## src/rtl/tw_eeprom_pkg.sv

```systemverilog
package tw_eeprom_pkg;

  typedef enum logic [2:0] {
    ST_IDLE,   // deselected
    ST_START,  // waiting for start bit
    ST_OPC,    // shifting opcode
    ST_ADDR,   // shifting address
    ST_DATA,   // shifting write data
    ST_RDOUT,  // driving read data
    ST_STAT,   // driving ready/busy
    ST_DONE    // instruction finished, waiting for deselect
  } tw_state_e;

  localparam logic [1:0] OP_SPECIAL = 2'b00;
  localparam logic [1:0] OP_WRITE   = 2'b01;
  localparam logic [1:0] OP_READ    = 2'b10;
  localparam logic [1:0] OP_ERASE   = 2'b11;

  localparam logic [1:0] SP_LOCK    = 2'b00;
  localparam logic [1:0] SP_FILL    = 2'b01;
  localparam logic [1:0] SP_WIPE    = 2'b10;
  localparam logic [1:0] SP_UNLOCK  = 2'b11;

endpackage

```

## src/rtl/tw_pin_sync.sv

```systemverilog
module tw_pin_sync #(
  parameter int W      = 3,
  parameter int STAGES = 2
) (
  input  logic         clk,
  input  logic         rst_n,
  input  logic [W-1:0] pin_i,
  output logic [W-1:0] lvl_o
);

  logic [W-1:0] chain [STAGES];

  generate
    for (genvar s = 0; s < STAGES; s++) begin : g_stage
      if (s == 0) begin : g_first
        always_ff @(posedge clk or negedge rst_n) begin
          if (!rst_n) chain[s] <= '0;
          else        chain[s] <= pin_i;
        end
      end else begin : g_next
        always_ff @(posedge clk or negedge rst_n) begin
          if (!rst_n) chain[s] <= '0;
          else        chain[s] <= chain[s-1];
        end
      end
    end
  endgenerate

  assign lvl_o = chain[STAGES-1];

endmodule

```

## src/rtl/tw_prog_timer.sv

```systemverilog
module tw_prog_timer #(
  parameter int CYCLES = 2000
) (
  input  logic clk,
  input  logic rst_n,
  input  logic start_i,
  output logic busy_o
);

  localparam int CW = $clog2(CYCLES + 1);

  logic [CW-1:0] remain_q;

  always_ff @(posedge clk or negedge rst_n) begin
    if (!rst_n)                remain_q <= '0;
    else if (start_i)          remain_q <= CW'(CYCLES);
    else if (remain_q != '0)   remain_q <= remain_q - CW'(1);
  end

  assign busy_o = (remain_q != '0);

endmodule

```

## src/rtl/tw_store.sv

```systemverilog
module tw_store #(
  parameter int BYTE_AW = 7
) (
  input  logic               clk,
  input  logic               rst_n,
  input  logic               we_i,
  input  logic               all_i,
  input  logic               wide_i,
  input  logic [BYTE_AW-1:0] waddr_i,
  input  logic [15:0]        wdata_i,
  input  logic [BYTE_AW-1:0] raddr_i,
  output logic [7:0]         rhi_o,
  output logic [7:0]         rlo_o
);

  localparam int NB = 1 << BYTE_AW;

  logic [7:0] mem [NB];

  generate
    for (genvar i = 0; i < NB; i++) begin : g_byte
      localparam logic [BYTE_AW-1:0] IDX = BYTE_AW'(i);
      logic       hit;
      logic [7:0] val;
      assign hit = all_i | (wide_i ? (IDX[BYTE_AW-1:1] == waddr_i[BYTE_AW-1:1])
                                   : (IDX == waddr_i));
      assign val = (wide_i && !IDX[0]) ? wdata_i[15:8] : wdata_i[7:0];
      always_ff @(posedge clk or negedge rst_n) begin
        if (!rst_n)          mem[i] <= 8'hFF;
        else if (we_i && hit) mem[i] <= val;
      end
    end
  endgenerate

  assign rhi_o = mem[raddr_i];
  assign rlo_o = mem[{raddr_i[BYTE_AW-1:1], 1'b1}];

endmodule

```

## src/rtl/tw_eeprom.sv

```systemverilog
module tw_eeprom
  import tw_eeprom_pkg::*;
#(
  parameter int BYTE_AW     = 7,
  parameter int PROG_CYCLES = 2000,
  parameter int SYNC_STAGES = 2
) (
  input  logic clk,
  input  logic rst_n,
  input  logic sel_i,
  input  logic shclk_i,
  input  logic sin_i,
  input  logic wide_i,
  output logic sout_o,
  output logic sout_en_o
);

  localparam int WORD_AW = BYTE_AW - 1;
  localparam int CNT_W   = $clog2(16 + 1);

  // ---------------- pin sampling ----------------
  logic [2:0] pins_s;
  logic       sel_s, clk_s, sin_s;
  logic [1:0] prev_q;
  logic       sel_rise, sel_fall, sh_rise;

  tw_pin_sync #(.W(3), .STAGES(SYNC_STAGES)) u_sync (
    .clk   (clk),
    .rst_n (rst_n),
    .pin_i ({sel_i, shclk_i, sin_i}),
    .lvl_o (pins_s)
  );

  assign {sel_s, clk_s, sin_s} = pins_s;

  always_ff @(posedge clk or negedge rst_n) begin
    if (!rst_n) prev_q <= '0;
    else        prev_q <= {sel_s, clk_s};
  end

  assign sel_rise = sel_s & ~prev_q[1];
  assign sel_fall = ~sel_s & prev_q[1];
  assign sh_rise  = clk_s & ~prev_q[0] & sel_s;

  // ---------------- state ----------------
  tw_state_e          st_q, st_d;
  logic [1:0]         opc_q, opc_d;
  logic [BYTE_AW-1:0] addr_q, addr_d;
  logic [15:0]        dat_q, dat_d;
  logic [CNT_W-1:0]   cnt_q, cnt_d;
  logic [16:0]        out_q, out_d;
  logic               en_q, en_d;

  logic               busy;
  logic               mem_we, mem_all;
  logic [15:0]        mem_wdata;
  logic [BYTE_AW-1:0] mem_waddr;
  logic [7:0]         rd_hi, rd_lo;

  // ---------------- derived values ----------------
  logic [CNT_W-1:0]   addr_len, data_len;
  logic [BYTE_AW-1:0] addr_nx, ba_nx, ba_q;
  logic [15:0]        dat_nx;
  logic [1:0]         top2;

  assign addr_len = wide_i ? CNT_W'(WORD_AW) : CNT_W'(BYTE_AW);
  assign data_len = wide_i ? CNT_W'(16) : CNT_W'(8);
  assign addr_nx  = {addr_q[BYTE_AW-2:0], sin_s};
  assign dat_nx   = {dat_q[14:0], sin_s};
  assign top2     = wide_i ? addr_nx[WORD_AW-1 -: 2] : addr_nx[BYTE_AW-1 -: 2];
  assign ba_nx    = wide_i ? {addr_nx[WORD_AW-1:0], 1'b0} : addr_nx;
  assign ba_q     = wide_i ? {addr_q[WORD_AW-1:0], 1'b0} : addr_q;

  // ---------------- next-state logic ----------------
  always_comb begin
    st_d      = st_q;
    opc_d     = opc_q;
    addr_d    = addr_q;
    dat_d     = dat_q;
    cnt_d     = cnt_q;
    out_d     = out_q;
    en_d      = en_q;
    mem_we    = 1'b0;
    mem_all   = 1'b0;
    mem_wdata = dat_nx;
    mem_waddr = ba_q;

    if (sel_fall) begin
      st_d = ST_IDLE;
    end else begin
      unique case (st_q)
        ST_IDLE: begin
          if (sel_rise) st_d = busy ? ST_STAT : ST_START;
        end
        ST_START: begin
          if (sh_rise && sin_s) begin
            st_d  = ST_OPC;
            cnt_d = '0;
          end
        end
        ST_OPC: begin
          if (sh_rise) begin
            opc_d = {opc_q[0], sin_s};
            if (cnt_q == CNT_W'(1)) begin
              st_d  = ST_ADDR;
              cnt_d = '0;
            end else begin
              cnt_d = cnt_q + CNT_W'(1);
            end
          end
        end
        ST_ADDR: begin
          if (sh_rise) begin
            addr_d = addr_nx;
            if (cnt_q == addr_len - CNT_W'(1)) begin
              cnt_d = '0;
              case (opc_q)
                OP_READ: begin
                  st_d  = ST_RDOUT;
                  out_d = wide_i ? {1'b0, rd_hi, rd_lo} : {1'b0, rd_hi, 8'h00};
                  cnt_d = data_len;
                end
                OP_WRITE: st_d = ST_DATA;
                OP_ERASE: begin
                  st_d      = ST_DONE;
                  mem_we    = en_q;
                  mem_wdata = '1;
                  mem_waddr = ba_nx;
                end
                default: begin
                  st_d = ST_DONE;
                  case (top2)
                    SP_UNLOCK: en_d = 1'b1;
                    SP_LOCK:   en_d = 1'b0;
                    SP_WIPE: begin
                      mem_we    = en_q;
                      mem_all   = 1'b1;
                      mem_wdata = '1;
                    end
                    default:   st_d = ST_DATA;
                  endcase
                end
              endcase
            end else begin
              cnt_d = cnt_q + CNT_W'(1);
            end
          end
        end
        ST_DATA: begin
          if (sh_rise) begin
            dat_d = dat_nx;
            if (cnt_q == data_len - CNT_W'(1)) begin
              st_d    = ST_DONE;
              mem_we  = en_q;
              mem_all = (opc_q == OP_SPECIAL);
            end else begin
              cnt_d = cnt_q + CNT_W'(1);
            end
          end
        end
        ST_RDOUT: begin
          if (sh_rise) begin
            if (cnt_q == '0) begin
              st_d = ST_DONE;
            end else begin
              out_d = {out_q[15:0], 1'b0};
              cnt_d = cnt_q - CNT_W'(1);
            end
          end
        end
        ST_STAT: ;
        ST_DONE: ;
      endcase
    end
  end

  always_ff @(posedge clk or negedge rst_n) begin
    if (!rst_n) begin
      st_q   <= ST_IDLE;
      opc_q  <= '0;
      addr_q <= '0;
      dat_q  <= '0;
      cnt_q  <= '0;
      out_q  <= '0;
      en_q   <= 1'b0;
    end else begin
      st_q   <= st_d;
      opc_q  <= opc_d;
      addr_q <= addr_d;
      dat_q  <= dat_d;
      cnt_q  <= cnt_d;
      out_q  <= out_d;
      en_q   <= en_d;
    end
  end

  // ---------------- storage and timer ----------------
  tw_store #(.BYTE_AW(BYTE_AW)) u_store (
    .clk     (clk),
    .rst_n   (rst_n),
    .we_i    (mem_we),
    .all_i   (mem_all),
    .wide_i  (wide_i),
    .waddr_i (mem_waddr),
    .wdata_i (mem_wdata),
    .raddr_i (ba_nx),
    .rhi_o   (rd_hi),
    .rlo_o   (rd_lo)
  );

  tw_prog_timer #(.CYCLES(PROG_CYCLES)) u_timer (
    .clk     (clk),
    .rst_n   (rst_n),
    .start_i (mem_we),
    .busy_o  (busy)
  );

  // ---------------- serial output ----------------
  logic rd_phase, stat_phase;
  assign rd_phase   = (st_q == ST_RDOUT);
  assign stat_phase = (st_q == ST_STAT);
  assign sout_en_o  = rd_phase | stat_phase;
  assign sout_o     = stat_phase ? ~busy : (rd_phase & out_q[16]);

endmodule

```

## config.mk

```make
export PLATFORM = sky130hd
export DESIGN_NAME = tw_eeprom
export DESIGN_NICKNAME = d
export VERILOG_FILES = /design/src/rtl/tw_eeprom_pkg.sv /design/src/rtl/tw_pin_sync.sv /design/src/rtl/tw_prog_timer.sv /design/src/rtl/tw_store.sv /design/src/rtl/tw_eeprom.sv
export SDC_FILE = /design/constraint.sdc
export NUM_CORES = 2
export LEC_CHECK = 0
export ABC_AREA = 1
export BUFFER_PORTS_ARGS = -buffer_cell sky130_fd_sc_hd__buf_2
export CAP_MARGIN = 10
export CORE_UTILIZATION = 35
export CTS_CLUSTER_DIAMETER = 40
export CTS_CLUSTER_SIZE = 20
export DETAILED_ROUTE_END_ITERATION = 7
export PLACE_DENSITY = 0.57
export SETUP_SLACK_MARGIN = 0.1
export SYNTH_ARGS = -nofsm -noshare
export SYNTH_HDL_FRONTEND = slang
export SYNTH_SLANG_ARGS = --single-unit
```

## constraint.sdc

```tcl
create_clock -name clk -period 3.65 [get_ports clk]
set_input_delay 0.365 -clock clk [delete_from_list [all_inputs] [get_ports clk]]
set_output_delay 0.365 -clock clk [all_outputs]
set_load 0.01 [all_outputs]
```

==> metrics.csv <==
metric,value,unit
status,completed,
Seq pwr share,0.323,
Yosys top cell by area,dfstp_2,
Multi-input gate area,0.0293,mm^2
critical path peak fanout,16,
period utilization,0.916,
CTS sink count,1093,
Mapped Cells,8701,
clk buf depth,3,
GRT Residual Overflow,0,
Worst Setup Start Kind,flip-flop,
initial antenna violation count,2,
first-pass GRT wire length,372000,um
Die Span X,426,um
Die Ht,426,um
TritonCTS buffer count,193,
design area,0.0738,mm^2
Rel. slew slack,0.384,
Core Area,0.179,mm^2
largest net degree at the start of global routing,119,
post-placement cell area,0.0668,mm^2
Seq cells post-synth,1093,
Setup-failing EPs final,0,
"Core Util, Final",0.413,
WL per Instance,22.3,um
"leading cell type in the layout, fill and taps excluded",nand2_1,
share of layout cells above drive strength 1,0.224,
Root Buffer Master,clkbuf_16,
DRC Markers,0,
"Reg clk slew, reported paths",0.06,ns
Worst Setup Path Type,flip-flop to flip-flop,
gr usage total,0.270,
HPWL Detailed,158000,um
max-slew violations,0,
Max Cap Violations,0,
clk_lat worst skew,0.87,ns
post-synth top area share,0.427,
fin nets,8605,
vias per inst,5.44,
peak supply drop,0.000395,V
FF/Latch Area,0.0286,mm^2
Setup Skew,0.0666,ns
Required @ worst endpoint,4.42,ns
syn_nets,8720,
library cells used by synthesis,45,
sw power,12600,uW
"Data arrival, critical path",4.11,ns
slew at the pin with the worst max-slew slack,0.924,ns
Peak Freq,299,MHz
H-tree depth,4,
die area,0.182,mm^2
Internal Power,26200,uW
vias in the first global route,56476,
Comb power frac,0.183,
clock power share,0.494,
most frequent cells in the layout,"3242 x nand2_1, 1547 x nand3_1, 1024 x dfstp_2",
LEAKAGE,0.0304,uW
main area contributors after synthesis,"dfstp_2 43%, nand2_1 19%, nand3_1 12%",
1st-iter DRT viols,7528,
Starting Density,0.352,
Final GP Congestion,0.975,
Port Buf Inserts,7,
Syn. warnings,0,
FILL cells,18141,
unrepaired setup endpoints after global routing,yes,
Synth Cell Area,0.0629,mm^2
Switching Share,0.324,
num rows,155,
Final Hold Viols,0,
min Tclk post-route,3.34,ns
Total Wirelength,248000,um
first-pass detailed-route iteration total,8,
Hold Path Class,input port to flip-flop,
synth-to-layout area growth,17.3,%
CTS tree,yes,
Setup TNS,0,ns
top-level I/O count,8,
ANT nets after route,0,
Avg Synthesized Cell Area,7.23,um^2
Critical Path Sink Type,flip-flop,
register area share after synthesis,0.455,
power per cell area,524,mW/mm^2
Via Count,60404,
==> power by group through the flow <==
stage / sequential, uW / combinational [uW] / clock, uW
finish: 12500 / 7070 / 19100
global route: 12500 / 7450 / 19900
CTS: 12500 / 6920 / 19400
detailed placement: 12700 / 6900 / 0
global placement: 12700 / 6880 / 0
floorplan: 12600 / 3800 / 0
==> critical path, cell delays in order, from the launching register on <==
cell and delay (ns):
dfrtp_1 0.45, inv_2 0.09, nor3_1 0.14, buf_4 0.14
nand2_1 0.17, nor2_4 0.24, buf_4 0.20, nand3_1 0.10
nand2_1 0.19, inv_1 0.11, nand2_1 0.13, inv_2 0.09
nand2_1 0.24, buf_4 0.27, o21ai_0 0.10, nand2_1 0.17
buf_4 0.25, nand2_1 0.07, o21ai_1 0.09
==> repair_timing <==
item / CTS / global route
hold buffers: 4 / 0
endpoints found under the setup margin: 0 / 236
endpoints found under the hold margin: 43 / 0
buffers inserted: 0 / 0
resized for setup: 0 / 20
==> sequential cells by signal (all words and copies together), names as in the netlist <==
signal / cells
prev_q: 2
out_q: 17
addr_q: 7
u_sync.lvl_o: 3
u_store.mem: 1024
cnt_q: 5
u_sync.chain: 3
st_q: 3
opc_q: 2
u_timer.remain_q: 11
dat_q: 15
en_q: 1
==> metal layers <==
metal	global-route usage	vias up	part of all wire
met3	0.0486	515	0.083
met1	0.381	29102	0.44
met5	0	-	0
met2	0.402	2761	0.44
li1	-	28026	-
met4	0.113	0	0.043
==> final cells by class <==
cell class | count | area share
Clock inverter | 123 | 0.0229
Multi-Input combinational cell | 6304 | 0.397
Clock buffer | 233 | 0.0703
Timing Repair Buffer | 296 | 0.0461
Inverter | 698 | 0.0360
Tap cell | 2355 | 0.0399
Antenna cell | 2 | 0.0000678
Sequential cell | 1093 | 0.388
==> synth_stat cells, drive strengths merged <==
master,instances
a22oi,1
o2111ai,1
a21oi,98
o211ai,215
xnor2,3
o21ai,846
dfrtp,69
nand4,3
clkinv,3
nor2,120
nor3b,1
buf,149
o221ai,3
inv,695
o31ai,1
nand3b,4
and3b,1
or2,7
mux2i,1
nand2,3348
dfstp,1024
xor2,3
ha,13
a21boi,6
clkbuf,457
a211oi,1
o22ai,1
nor3,8
nand3,1619
==> stage by stage <==
step / total power [uW] / hold slack (ns) / setup slack (ns) / cells
2_1_floorplan: 16400 / 0.0694 / 0.546 / 8701
3_3_place_gp: 19500 / 0.348 / 0.0498 / 10742
3_5_place_dp: 19600 / 0.347 / 0.113 / 10742
4_1_cts: 38800 / 0.0986 / 0.165 / 11102
5_1_grt: 39900 / 0.143 / 0.0882 / 11103
6_report: 38700 / 0.160 / 0.307 / 11104
==> path summary, 6_finish.rpt <==
path / slack [ns] / start / end / cells after the start
worst max-delay path: 0.31 / cnt_q[2] / u_store.mem[140] / 18
worst min-delay path: 0.16 / sin_i / u_sync.chain[3] / 2
worst max register to register: 0.31 / cnt_q[2] / u_store.mem[140] / 18
worst min register to register: 0.37 / u_sync.chain[4] / u_sync.lvl_o[1] / 0
max in group asynchronous: 2.34 / rst_n / u_store.mem[177] / 3
min in group asynchronous: 0.20 / rst_n / dat_q[7] / 2
==> kinds of logic after synthesis <==
kind of cell | share of synthesized area
buffers and inverters | 0.0831
xor gates and xnor gates | 0.000835
and+or+nand+nor | 0.352
AOI/OAI and AO/OA | 0.107
muxes | 0.000159
adders and majority gates | 0.00258
DFF | 0.455
Note: power is estimated with default switching activity, not from simulation.
